### config.mk
export PLATFORM = sky130hd
export DESIGN_NAME = word_aligner
export DESIGN_NICKNAME = d
export VERILOG_FILES = /design/src/rtl/wa_pkg.sv /design/src/rtl/wa_edge.sv /design/src/rtl/wa_match.sv /design/src/rtl/wa_ctrl.sv /design/src/rtl/word_aligner.sv
export SDC_FILE = /design/constraint.sdc
export NUM_CORES = 1
export LEC_CHECK = 0
export CAP_MARGIN = 0
export CORE_ASPECT_RATIO = 1.4
export CORE_MARGIN = 4
export CORE_UTILIZATION = 42
export CTS_CLUSTER_SIZE = 8
export DETAILED_ROUTE_END_ITERATION = 16
export GPL_TIMING_DRIVEN = 1
export PLACE_DENSITY_LB_ADDON = 0.25
export SLEW_MARGIN = 10
export SYNTH_ARGS = -nofsm -noshare
export SYNTH_HDL_FRONTEND = slang
export SYNTH_SLANG_ARGS = --single-unit
### constraint.sdc
create_clock -name clk -period 3 [get_ports clk]
set_input_delay 0.45 -clock clk [delete_from_list [all_inputs] [get_ports clk]]
set_output_delay 0.45 -clock clk [all_outputs]
set_load 0.05 [all_outputs]
### src/rtl/wa_pkg.sv
package wa_pkg;

    localparam int LANE_W      = 8;
    localparam int DEF_DATA_W  = 16;
    localparam int DEF_PAT_W   = 16;

    typedef enum logic {
        ST_HUNT   = 1'b0,
        ST_LOCKED = 1'b1
    } wa_state_e;

    // number of earlier words the history must keep for a pattern to fit at any offset
    function automatic int hist_words(input int pat_w, input int data_w);
        return pat_w / data_w;
    endfunction

endpackage

### src/rtl/wa_edge.sv
module wa_edge (
    input  logic clk,
    input  logic rst,
    input  logic en_i,
    output logic rise_o
);

    logic en_q;

    // tracked during reset too, so a transition made while in reset is absorbed
    always_ff @(posedge clk) begin
        en_q <= en_i;
    end

    assign rise_o = en_i & ~en_q;

    // a rise is a single-cycle event
    p_rise_single_r6: assert property (@(posedge clk) disable iff (rst)
        rise_o |=> !rise_o);

endmodule

### src/rtl/wa_match.sv
module wa_match #(
    parameter int DATA_W = 16,
    parameter int PAT_W  = 16,
    parameter int WIN_W  = 32,
    parameter int OFF_W  = 4,
    parameter logic [PAT_W-1:0] PATTERN = 16'hF628
) (
    input  logic [WIN_W-1:0]  win_i,
    output logic [DATA_W-1:0] hit_vec_o,
    output logic              any_hit_o,
    output logic [OFF_W-1:0]  low_off_o
);

    for (genvar k = 0; k < DATA_W; k++) begin : g_cmp
        assign hit_vec_o[k] = (win_i[k +: PAT_W] == PATTERN);
    end

    assign any_hit_o = |hit_vec_o;

    // lowest offset wins
    always_comb begin
        low_off_o = '0;
        for (int k = DATA_W - 1; k >= 0; k--) begin
            if (hit_vec_o[k]) low_off_o = OFF_W'(k);
        end
    end

endmodule

### src/rtl/wa_ctrl.sv
module wa_ctrl
    import wa_pkg::*;
#(
    parameter int DATA_W = 16,
    parameter int OFF_W  = 4
) (
    input  logic              clk,
    input  logic              rst,
    input  logic              rise_i,
    input  logic [DATA_W-1:0] hit_vec_i,
    input  logic              any_hit_i,
    input  logic [OFF_W-1:0]  low_off_i,
    output logic [OFF_W-1:0]  sel_off_o,
    output logic              det_o,
    output logic              sts_o
);

    wa_state_e        state_q;
    logic [OFF_W-1:0] off_q;
    logic             hunt;
    logic             take;

    assign hunt      = (state_q == ST_HUNT) || rise_i;
    assign take      = hunt && any_hit_i;
    assign sel_off_o = take ? low_off_i : off_q;
    assign det_o     = take || (!hunt && hit_vec_i[off_q]);
    assign sts_o     = take || !hunt;

    always_ff @(posedge clk) begin
        if (rst) begin
            state_q <= ST_HUNT;
            off_q   <= '0;
        end else if (take) begin
            state_q <= ST_LOCKED;
            off_q   <= low_off_i;
        end else if (rise_i) begin
            state_q <= ST_HUNT;
        end
    end

    // an open search with a match always ends locked
    p_lock_on_hit_r2: assert property (@(posedge clk) disable iff (rst)
        (state_q == ST_HUNT && any_hit_i) |=> state_q == ST_LOCKED);

    // a locked boundary holds unless the enable rises
    p_hold_boundary_r3: assert property (@(posedge clk) disable iff (rst)
        (state_q == ST_LOCKED && !rise_i) |=> $stable(off_q));

    // an edge with no match reopens the search
    p_edge_reopens_r5: assert property (@(posedge clk) disable iff (rst)
        (rise_i && !any_hit_i) |=> state_q == ST_HUNT);

endmodule

### src/rtl/word_aligner.sv
module word_aligner
    import wa_pkg::*;
#(
    parameter int DATA_W = DEF_DATA_W,
    parameter int PAT_W  = DEF_PAT_W,
    parameter logic [PAT_W-1:0] PATTERN = 16'hF628
) (
    input  logic              clk,
    input  logic              rst,
    input  logic [DATA_W-1:0] rx_word_i,
    input  logic              realign_en_i,
    output logic [DATA_W-1:0] word_o,
    output logic [DATA_W/LANE_W-1:0] pat_det_o,
    output logic [DATA_W/LANE_W-1:0] sync_ok_o
);

    localparam int LANES  = DATA_W / LANE_W;
    localparam int NPREV  = hist_words(PAT_W, DATA_W);
    localparam int HIST_W = NPREV * DATA_W;
    localparam int WIN_W  = HIST_W + DATA_W;
    localparam int OFF_W  = $clog2(DATA_W);
    localparam int BASE   = PAT_W - DATA_W;
    localparam logic [LANES-1:0] TOP_LANE = LANES'(1) << (LANES - 1);

    typedef struct packed {
        logic [DATA_W-1:0] word;
        logic [LANES-1:0]  det;
        logic [LANES-1:0]  sts;
    } beat_t;

    logic [HIST_W-1:0] hist_q;
    logic [WIN_W-1:0]  win;
    logic [WIN_W-1:0]  shifted;
    logic [DATA_W-1:0] hit_vec;
    logic              any_hit;
    logic [OFF_W-1:0]  low_off;
    logic [OFF_W-1:0]  sel_off;
    logic              rise;
    logic              det_n;
    logic              sts_n;
    beat_t             beat_d;
    beat_t             beat_q;

    assign win = {rx_word_i, hist_q};

    always_ff @(posedge clk) begin
        if (rst) hist_q <= '0;
        else     hist_q <= win[WIN_W-1:DATA_W];
    end

    wa_edge u_edge (
        .clk    (clk),
        .rst    (rst),
        .en_i   (realign_en_i),
        .rise_o (rise)
    );

    wa_match #(
        .DATA_W  (DATA_W),
        .PAT_W   (PAT_W),
        .WIN_W   (WIN_W),
        .OFF_W   (OFF_W),
        .PATTERN (PATTERN)
    ) u_match (
        .win_i     (win),
        .hit_vec_o (hit_vec),
        .any_hit_o (any_hit),
        .low_off_o (low_off)
    );

    wa_ctrl #(
        .DATA_W (DATA_W),
        .OFF_W  (OFF_W)
    ) u_ctrl (
        .clk       (clk),
        .rst       (rst),
        .rise_i    (rise),
        .hit_vec_i (hit_vec),
        .any_hit_i (any_hit),
        .low_off_i (low_off),
        .sel_off_o (sel_off),
        .det_o     (det_n),
        .sts_o     (sts_n)
    );

    // barrel cut: the output word ends with the pattern's top byte
    assign shifted = win >> (int'(sel_off) + BASE);

    always_comb begin
        beat_d.word = shifted[DATA_W-1:0];
        beat_d.det  = det_n ? TOP_LANE : '0;
        beat_d.sts  = sts_n ? TOP_LANE : '0;
    end

    always_ff @(posedge clk) begin
        if (rst) beat_q <= '0;
        else     beat_q <= beat_d;
    end

    assign word_o    = beat_q.word;
    assign pat_det_o = beat_q.det;
    assign sync_ok_o = beat_q.sts;

    // only the top lane ever carries a flag
    p_low_lanes_quiet_r4: assert property (@(posedge clk) disable iff (rst)
        ((pat_det_o & ~TOP_LANE) == '0) && ((sync_ok_o & ~TOP_LANE) == '0));

    // a detect pulse is always accompanied by sync-status
    p_det_implies_sync_r5: assert property (@(posedge clk) disable iff (rst)
        (pat_det_o != '0) |-> (sync_ok_o == TOP_LANE));

    // first cycle out of reset shows cleared outputs
    p_reset_clears_r1: assert property (@(posedge clk)
        rst |=> (word_o == '0 && pat_det_o == '0 && sync_ok_o == '0));

endmodule

==> Yosys cells after proc, flatten, opt, wreduce, memory -nomap -nowiden <==
Index checks and enable logic that the tools add are counted.
W data, S select, Z words.
{ "word_totals": {"register_bits": 42, "in_bits": 19, "output_inout_bits": 20} }
{ "op_classes": {"n_lt_le_gt_ge": 1, "eq_ne": 16, "shift": 1, "n_mux": 23, "bitwise": 3, "reduce_logical": 8} }
{ "op_table": {"columns": ["cell", "count"], "rows": [
  ["$eq A16 B16 Y1 const B", 16],
  ["$mux W4", 17],
  ["$shr A32 B4 Y16", 1],
  ["$reduce_or A16 Y1", 1],
  ["$lt A4 B5 Y1 const B", 1],
  ["$bmux W1 S4", 1],
  ["$mux W2", 2],
  ["$logic_or A1 B1 Y1", 3],
  ["$mux W1", 3],
  ["$logic_and A1 B1 Y1", 2],
  ["$not A1 Y1", 2],
  ["$reduce_bool A2 Y1", 1],
  ["$and A1 B1 Y1", 1],
  ["$logic_not A1 Y1", 1]
]} }

==> Longest topological paths before layout <==
Gate-level depths: netlist (run 1).
{ "depth": {"ltp_word": 19, "ltp_mapped": 14, "mapped_depth_nobuf": 10} }

==> By module <==
A second synthesis (run 1) with hierarchy kept.
{ "unflattened": {"cells_unflattened": 281, "area_unflattened_um2": 3066.7} }
{ "modules_own_cells": {"columns": ["mod", "instances", "cells_per_inst", "area_each_um2"], "rows": [
  ["word_aligner", 1, 147, 2019.4],
  ["wa_match", 1, 93, 651.9],
  ["wa_ctrl", 1, 39, 361.6],
  ["wa_edge", 1, 2, 33.8]
]} }

==> Worst setup path after synthesis (run 1) <==
OpenSTA, ideal clock, no wires.
{ "synth_path": {"kind": "in2reg", "startpoint": "input rx_word_i[6]", "endpoint": "register beat_q, in the netlist word_o[5]", "setup_time_ns": 0.133, "arrival_time_ns": 2.778, "t_required_ns": 2.867, "path_slack_ns": 0.088, "cell_stages": 13, "n_path_buf": 3, "path_cell_list": "buf_2 > and2_1 > nand4_1 > o211ai_1 > or4_4 > o31a_1 > mux2i_1 > buf_6 > buf_8 > mux2i_1 > mux2i_1 > mux2i_1 > o22ai_1"} }
{ "synth_between": {"elab_chain_len": 19} }
{ "synth_lines": {"columns": ["element", "line_no", "source"], "rows": [
  ["from (decl)", "word_aligner.sv:10", "input logic [DATA_W-1:0] rx_word_i,"],
  ["$eq A16 B16 Y1", "wa_match.sv:15", "assign hit_vec_o[k] = (win_i[k +: PAT_W] == PATTERN);"],
  ["$mux W4 (16 in series)", "wa_match.sv:24", "if (hit_vec_o[k]) low_off_o = OFF_W'(k);"],
  ["$mux W4", "wa_ctrl.sv:25", "assign sel_off_o = take ? low_off_i : off_q;"],
  ["$shr A32 B4 Y16 *", "word_aligner.sv:87", "assign shifted = win >> (int'(sel_off) + BASE);"],
  ["to (signal assigned)", "word_aligner.sv:97", "else beat_q <= beat_d;"],
  ["to (decl)", "word_aligner.sv:42", "beat_t beat_q;"]
]} }
Every way passes the cells marked *; elsewhere a longest branch is shown, timed or not.
A chain may end at the register's enable or synchronous reset.

==> Final worst setup path (run 1) <==
{ "layout_path": {"startpoint": "register hist_q[15]", "endpoint": "register beat_q, in the netlist word_o[2]"} }
{ "layout_between": {"elab_chain_len": 19} }
{ "layout_lines": {"columns": ["element", "line_no", "source"], "rows": [
  ["from (decl)", "word_aligner.sv:31", "logic [HIST_W-1:0] hist_q;"],
  ["from (signal assigned)", "word_aligner.sv:48", "else hist_q <= win[WIN_W-1:DATA_W];"],
  ["$eq A16 B16 Y1", "wa_match.sv:15", null],
  ["$mux W4 (16 in series)", "wa_match.sv:24", null],
  ["$mux W4", "wa_ctrl.sv:25", null],
  ["$shr A32 B4 Y16 *", "word_aligner.sv:87", null]
]} }
Marked as above.

==> flow_summary_export.csv, run 1 <==
group,metric,value,unit
synthesis,syn_inst,378,
cells_and_area,num-nets-final,544,
global_route,grtUsageMet1,28.5,%
power,leakagePower,2.37,nW
cells_and_area,seq_area,826,µm²
synthesis,netlist_area,0.00326,mm²
sta,worstMarginPinSlew,572,ps
detailed_routing,wl_per_cell,20.0,µm
sta,setup_violations,16,
cts,clockRootBuffer,"clkbuf_8",
cts,cts_buffer_depth,2,
global_route,grt_max_degree,25,
global_route,grt_use_met3,3.29,%
die,ios,39,
cells_and_area,n_antenna_cell,0,
cts,cts_sinks,40,
die,fp-row-count,37,
cells_and_area,drive_gt1_share,45.2,%
worst_setup_path,crit_path_max_fanout,24,
detailed_routing,viasPerCell,5.93,
power,p_total,1.39,mW
sta,fin_ws,-223,ps
sta,max_freq,310,MHz
sta,final-hold-violation-count,0,
synthesis,yosys-top-cells-area,"dfxtp_1 25%, mux2i_1 24%, nor2b_1 4.8%",
worst_setup_path,cp.required,3180,ps
die,initial_core_util,43.7,%
global_route,busiest_layer,"met2",
sta,post-route-period-util,107,%
cts,cts_buffers,5,
sta,skew,13.3,ps
flow_run,drv_cap,0,
outcome,status,"finished with violations",
global_route,grt_usage,26.6,%
die,die_h,112,µm
global_route,grt_pass1_vias,3861,
die,core_region_area,0.00745,mm²
detailed_routing,drt-total-wl,12.5,mm
cts,ctsHoldBuffers,0,
synthesis,avgSynthCellArea,8.62,µm²
synthesis,synth-edff-count,0,
synthesis,yosysTopAreaCellShare,24.6,%
global_route,antenna_found_initial,0,
detailed_routing,vias,3694,
sta,maxSlewHeadroom,61.8,%
cts,cts_max_level,2,
global_route,gr-total-overflow,0,
cells_and_area,fin_cells,623,
cells_and_area,area_delta_synth_final,60.3,%
power,ir_drop,0.184,mV
detailed_routing,drt_iter0_drc,284,
detailed_routing,dr.pass1.iters,5,
worst_setup_path,rrSetupSlack,-220,ps
sta,min_period,3220,ps
cells_and_area,n_fill_cell,563,
cts,clk_latency,300,ps
worst_setup_path,crit_path_end_kind,"flop",
synthesis,post_synth_num_cell_types,53,
synthesis,ys_seq_area_share,24.6,%
sta,fin_tns_setup,-1990,ps
placement,gp_congestion,0.960,
sta,rsz0062_at_grt,"true",
detailed_routing,drc,0,
global_route,grtUsageMet2,47.4,%
placement,placed_cells,584,
sta,drv_slew,0,
worst_setup_path,crit_type,"reg -> reg",
synthesis,synthFlopType,"dfxtp_1",
power,p_per_area,266,mW/mm²
synthesis,yosysTopAreaCell,"dfxtp_1",
global_route,grt_pass1_wl,19.0,mm
synthesis,ys_seq_elements,40,
die,die_width,82.5,µm
synthesis,synth-async-reset-ratio,0,%
die,die-area,0.00925,mm²
cells_and_area,multi_input_area,0.00265,mm²
placement,port-buffer-count,36,
synthesis,yosysWarnings,0,
outcome,violations,"negative setup slack",
placement,dp_hpwl,8.93,mm
worst_hold_path,hold_path.class,"in -> reg",
detailed_routing,ant_nets,0,
worst_setup_path,startpoint_type,"flop",
worst_setup_path,cp.arrival,3400,ps
cts,clkTransAtPathRegs,90,ps
cts,cts_tree,"yes",
## cell usage in the layout, fill, tap and decap left out, drive strengths merged, types with 10 or more instances in the layout
cell / Yosys / layout
o21ai: 24 / 24
mux2i: 77 / 77
nand3: 15 / 15
clkdlybuf4s50: 0 / 22
nor2: 19 / 19
nand2: 15 / 15
dfxtp: 40 / 40
a22oi: 10 / 10
buf: 27 / 141
nor2b: 25 / 25
nand4: 16 / 16
## final cells by class
| class | count | share of cell area [%] |
|---|---|---|
| Multi-Input combinational cell | 299 | 50.7 |
| Timing Repair Buffer | 174 | 28.8 |
| Sequential cell | 40 | 15.8 |
| Tap cell | 97 | 2.32 |
| Clock buffer | 6 | 1.39 |
| Clock inverter | 2 | 0.670 |
| Inverter | 5 | 0.359 |
## synth_stat cells, types with 3 or more instances
cell type  number
nor3b_1         3
buf_4           6
nor4_1          4
nor2b_1        25
nand2b_1        6
clkbuf_1        8
and2_1          5
nand4_1        15
nand3_1        15
nand2_1        15
nand4b_1        4
nor4bb_1        8
o211ai_1        5
a22oi_1        10
o22ai_1         5
buf_2          17
a221oi_2        4
nor2_1         18
inv_1           5
and4b_1         9
o21ai_1        17
o21ai_0         7
nor3_1          6
mux2i_1        77
nor4b_1         6
dfxtp_1        40
a21oi_1         6
## where the power goes
group | leakage, nW | internal, mW | switching, mW | total [mW]
combinational | 1.98 | 0.173 | 0.196 | 0.369
sequential | 0.334 | 0.550 | 0.0224 | 0.572
clock | 0.0552 | 0.247 | 0.200 | 0.447
total | 2.37 | 0.970 | 0.419 | 1.39
## sequential cells by signal, summed over array words and instances (netlist names)
register	count
hist_q	16
pat_det_o	1
sync_ok_o	1
u_ctrl.off_q	4
u_ctrl.state_q	1
u_edge.en_q	1
word_o	16
## critical path, stage by stage (launching register included)
cell and delay, ps:
dfxtp_4 390, buf_6 140, and4b_1 170, nand4_1 140, o21ai_2 100, or4_4 520, o31a_1 340, mux2i_4 210
buf_12 250, mux2i_1 290, mux2i_1 150, o211ai_1 260, o21ai_0 120
## final timing paths
path,from,cells past startpoint,to
worst min register to register,u_ctrl.off_q[2],2,u_ctrl.off_q[2]
worst max register to register,hist_q[15],12,word_o[2]
worst min-delay path,rx_word_i[6],2,hist_q[6]
worst max-delay path,hist_q[15],12,word_o[2]
## timing repair
action / in CTS / in global routing
resized for setup: 89 / 60
buffers inserted: 31 / 2
cloned: 1 / 0
setup endpoints to repair: 16 / 17
pin swaps: 13 / 18
## cell families (layout without fill, tap and decap cells)
group | after synthesis | after routing | synth area share, %
AOI/OAI and AO/OA | 62 | 62 | 12.9
DFF | 40 | 40 | 24.6
buffers and inverters | 40 | 187 | 7.10
and+or+nand+nor | 156 | 156 | 30.7
other | 1 | 2 | 0.115
muxes | 79 | 79 | 24.7
## per-layer routing
| metal | vias up | share of wire (%) |
|---|---|---|
| met3 | 62 | 4.5 |
| met5 | - | 0 |
| met2 | 158 | 53 |
| li1 | 1714 | - |
| met4 | 0 | 7.2 |
| met1 | 1760 | 36 |
## per-stage QoR
step           setup WS (ps)  hold slack (ps)  instance area, µm²  utilization (%)
2_1_floorplan           88.5              478                3260                -
3_3_place_gp            -951              684                4420             59.3
3_5_place_dp            -980              698                4420             59.3
4_1_cts                 -126              495                4980             66.8
5_1_grt                 -403              499                5230             70.1
6_report                -223              499                5230             70.1
No activity file was read; power rests on OpenSTA's default activity.
==> run 2: changes to the inputs <==
--- a/config.mk
+++ b/config.mk
@@ -5,7 +5,7 @@
 export SDC_FILE = /design/constraint.sdc
 export NUM_CORES = 1
 export LEC_CHECK = 0
-export CAP_MARGIN = 0
+export CAP_MARGIN = 10
 export CORE_ASPECT_RATIO = 1.4
 export CORE_MARGIN = 4
 export CORE_UTILIZATION = 42
==> results of run 2 <==
Same layout as run 1: the final DEF is identical, and so are final timing and power.
==> run 3: changes to the inputs <==
--- a/config.mk
+++ b/config.mk
@@ -8,10 +8,9 @@
 export CAP_MARGIN = 10
 export CORE_ASPECT_RATIO = 1.4
 export CORE_MARGIN = 4
-export CORE_UTILIZATION = 42
+export CORE_UTILIZATION = 30
 export CTS_CLUSTER_SIZE = 8
 export DETAILED_ROUTE_END_ITERATION = 16
-export GPL_TIMING_DRIVEN = 1
 export PLACE_DENSITY_LB_ADDON = 0.25
 export SLEW_MARGIN = 10
 export SYNTH_ARGS = -nofsm -noshare
==> run 3 against run 2 <==
Via count decreased by 2.7%. Largest cell class unchanged. Design area grew 0.65%. Critical path depth increased by 1. Fmax increased by 0.74%. Final cell count increased by 6.9%. Wire length down 0.77%. Total power is 11% higher. The flow still finishes with violations (negative setup slack). Clock power grew 36%. Sequential power about the same. Sequential share of layout area shrank 0.078 points.
==> flow_summary_export.csv, run 3 (synthesis gave the netlist of run 1 again) <==
group,metric,value,unit
detailed_routing,dr.pass1.iters,4,
cells_and_area,final_cell_mix,"123 x buf_4, 52 x mux2i_1, 31 x dfxtp_1, 22 x nor2b_1, 21 x clkdlybuf4s50_1",
placement,port-buffer-count,36,
cts,ctsHoldBuffers,0,
worst_setup_path,crit_type,"reg -> reg",
placement,place_area,0.00454,mm²
die,die_h,131,µm
sta,rsz0062_at_grt,"true",
sta,min_period,3200,ps
power,p_switching,428,µW
sta,max_freq,313,MHz
sta,hold_ws,521,ps
power,ir_drop,0.181,mV
detailed_routing,drt_iter0_drc,259,
sta,drv_slew,0,
worst_setup_path,crit_chain,"buf_6 -> nor4b_4 -> nand3_1 -> or4_4 -> nand3_2 -> o31a_1 -> buf_4 -> mux2i_4 -> buf_12 -> mux2i_1 -> mux2i_1 -> mux2i_1 -> o22ai_1",
cts,cts_buffer_depth,2,
worst_setup_path,rrSetupSlack,-200,ps
sta,fin_ws,-199,ps
die,core_region_area,0.0105,mm²
die,die-area,0.0126,mm²
detailed_routing,wl_per_cell,18.6,µm
cts,cts_tree,"yes",
detailed_routing,viasPerCell,5.39,
cells_and_area,n_antenna_cell,0,
sta,worstMarginPinSlew,583,ps
global_route,grt_pass1_wl,19.0,mm
worst_setup_path,reg2reg_to,"word_o[10]",
sta,post-route-period-util,107,%
cts,clk_latency,290,ps
placement,gp_congestion,0.930,
die,initial_core_util,31.0,%
worst_setup_path,crit_cells,13,
detailed_routing,vias,3593,
worst_setup_path,max_stage_delay,520,ps
placement,dp_hpwl,9.40,mm
sta,maxSlewHeadroom,61.1,%
worst_setup_path,crit_buf_inv,3,
die,die_width,96.1,µm
power,p_sw_share,27.8,%
global_route,gr-total-overflow,0,
power,leakagePower,2.43,nW
worst_setup_path,cp.required,3170,ps
worst_setup_path,endpoint,"word_o[10]",
cells_and_area,final_common_cell,"buf_4",
worst_setup_path,cp.arrival,3370,ps
power,internal_power,1.11,mW
cts,cts_buffers,5,
worst_setup_path,cp_slowest_cell,"or4_4",
worst_setup_path,crit_path_max_fanout,11,
global_route,grt_usage,19.4,%
power,p_per_area,293,mW/mm²
cts,cts_max_level,2,
outcome,violations,"negative setup slack",
flow_run,drv_cap,0,
sta,final-hold-violation-count,0,
sta,setup_violations,16,
power,power_frac_seq,37.1,%
placement,post-place-ws,-961,ps
worst_hold_path,hold_path.class,"in -> reg",
die,ios,39,
worst_setup_path,crit_path_end_kind,"flop",
sta,skew,4.26,ps
cts,cts_sinks,40,
cts,clkTransAtPathRegs,60,ps
die,fp-row-count,44,
worst_setup_path,cpMostUsedCell,"mux2i_1",
global_route,grt_pass1_vias,3737,
worst_setup_path,crit_start,"hist_q[10]",
worst_setup_path,rr_worst_depth,13,
outcome,status,"finished with violations",
cts,clockRootBuffer,"clkbuf_16",
power,clkPwrFrac,39.5,%
worst_setup_path,startpoint_type,"flop",
power,comb_power_share,23.4,%
worst_setup_path,cp_top_family,"multiplexers",
detailed_routing,ant_nets,0,
detailed_routing,drt-total-wl,12.4,mm
cells_and_area,drive_gt1_share,43.0,%
detailed_routing,drc,0,
cells_and_area,n_fill_cell,978,
cells_and_area,num-nets-final,546,
global_route,grt_max_degree,22,
worst_setup_path,rr_startpoint,"hist_q[10]",
cells_and_area,fin_area,0.00526,mm²
cells_and_area,area_delta_synth_final,61.4,%
global_route,antenna_found_initial,0,
-- run 3: cell count changes in the layout (fill, tap and decap cells not counted), sizes merged --
cell           delta
clkinvlp          +1
buf               +6
clkdlybuf4s50     -1
dlygate4sd2       +4
clkbuf            -1
clkdlybuf4s15     -7
-- run 3: timing repair --
| action | in CTS | in global routing |
|---|---|---|
| setup buffers | 19 | 5 |
| pin swaps | 13 | 17 |
| setup endpoints to repair | 18 | 17 |
| resized for setup | 89 | 44 |
| gates cloned | 2 | 0 |
-- run 3: layout make-up --
| class | count | area, µm² | area share, % |
|---|---|---|---|
| Sequential cell | 40 | 827 | 15.7 |
| Multi-Input combinational cell | 299 | 2550 | 48.5 |
| Timing Repair Buffer | 176 | 1520 | 28.9 |
| Clock buffer | 5 | 125 | 2.38 |
| Tap cell | 138 | 173 | 3.28 |
| Clock inverter | 3 | 42.5 | 0.809 |
| Inverter | 5 | 21.3 | 0.404 |
-- run 3: layer usage --
metal / wire length (µm) / GRT usage, % / up-vias
li1: - / - / 1720
met1: 4530 / 21.1 / 1693
met2: 6510 / 33.7 / 127
met3: 532 / 2.46 / 53
met4: 801 / 13.2 / 0
met5: 0 / 0 / -
-- run 3: worst min-delay path by stage --
stage | startpoint | to | cells after the start
final | rx_word_i[5] | hist_q[5] | 2
after global routing | rx_word_i[5] | hist_q[5] | 2
after global placement | u_ctrl.state_q | sync_ok_o[1] | 3
after CTS | rx_word_i[5] | hist_q[5] | 2
after detailed placement | u_ctrl.off_q[1] | pat_det_o[1] | 2
after floorplan | realign_en_i | u_edge.en_q | 0
-- run 3: per-stage QoR --
stage | utilization [%] | instances | setup TNS [ps] | power, mW
2_1_floorplan | - | 379 | 0 | 0.736
3_3_place_gp | 43.2 | 634 | -14860 | 0.905
3_5_place_dp | 43.2 | 634 | -15190 | 0.907
4_1_cts | 48.4 | 663 | -2140 | 1.53
5_1_grt | 50.0 | 666 | -4650 | 1.60
6_report | 50.0 | 666 | -2040 | 1.54
-- run 3: power by group through the flow --
stage | logic, mW | registers (mW) | clock network [mW]
2_1_floorplan | 0.131 | 0.605 | 0
3_3_place_gp | 0.322 | 0.583 | 0
3_5_place_dp | 0.324 | 0.583 | 0
4_1_cts | 0.339 | 0.570 | 0.624
5_1_grt | 0.383 | 0.573 | 0.646
6_report | 0.360 | 0.571 | 0.608
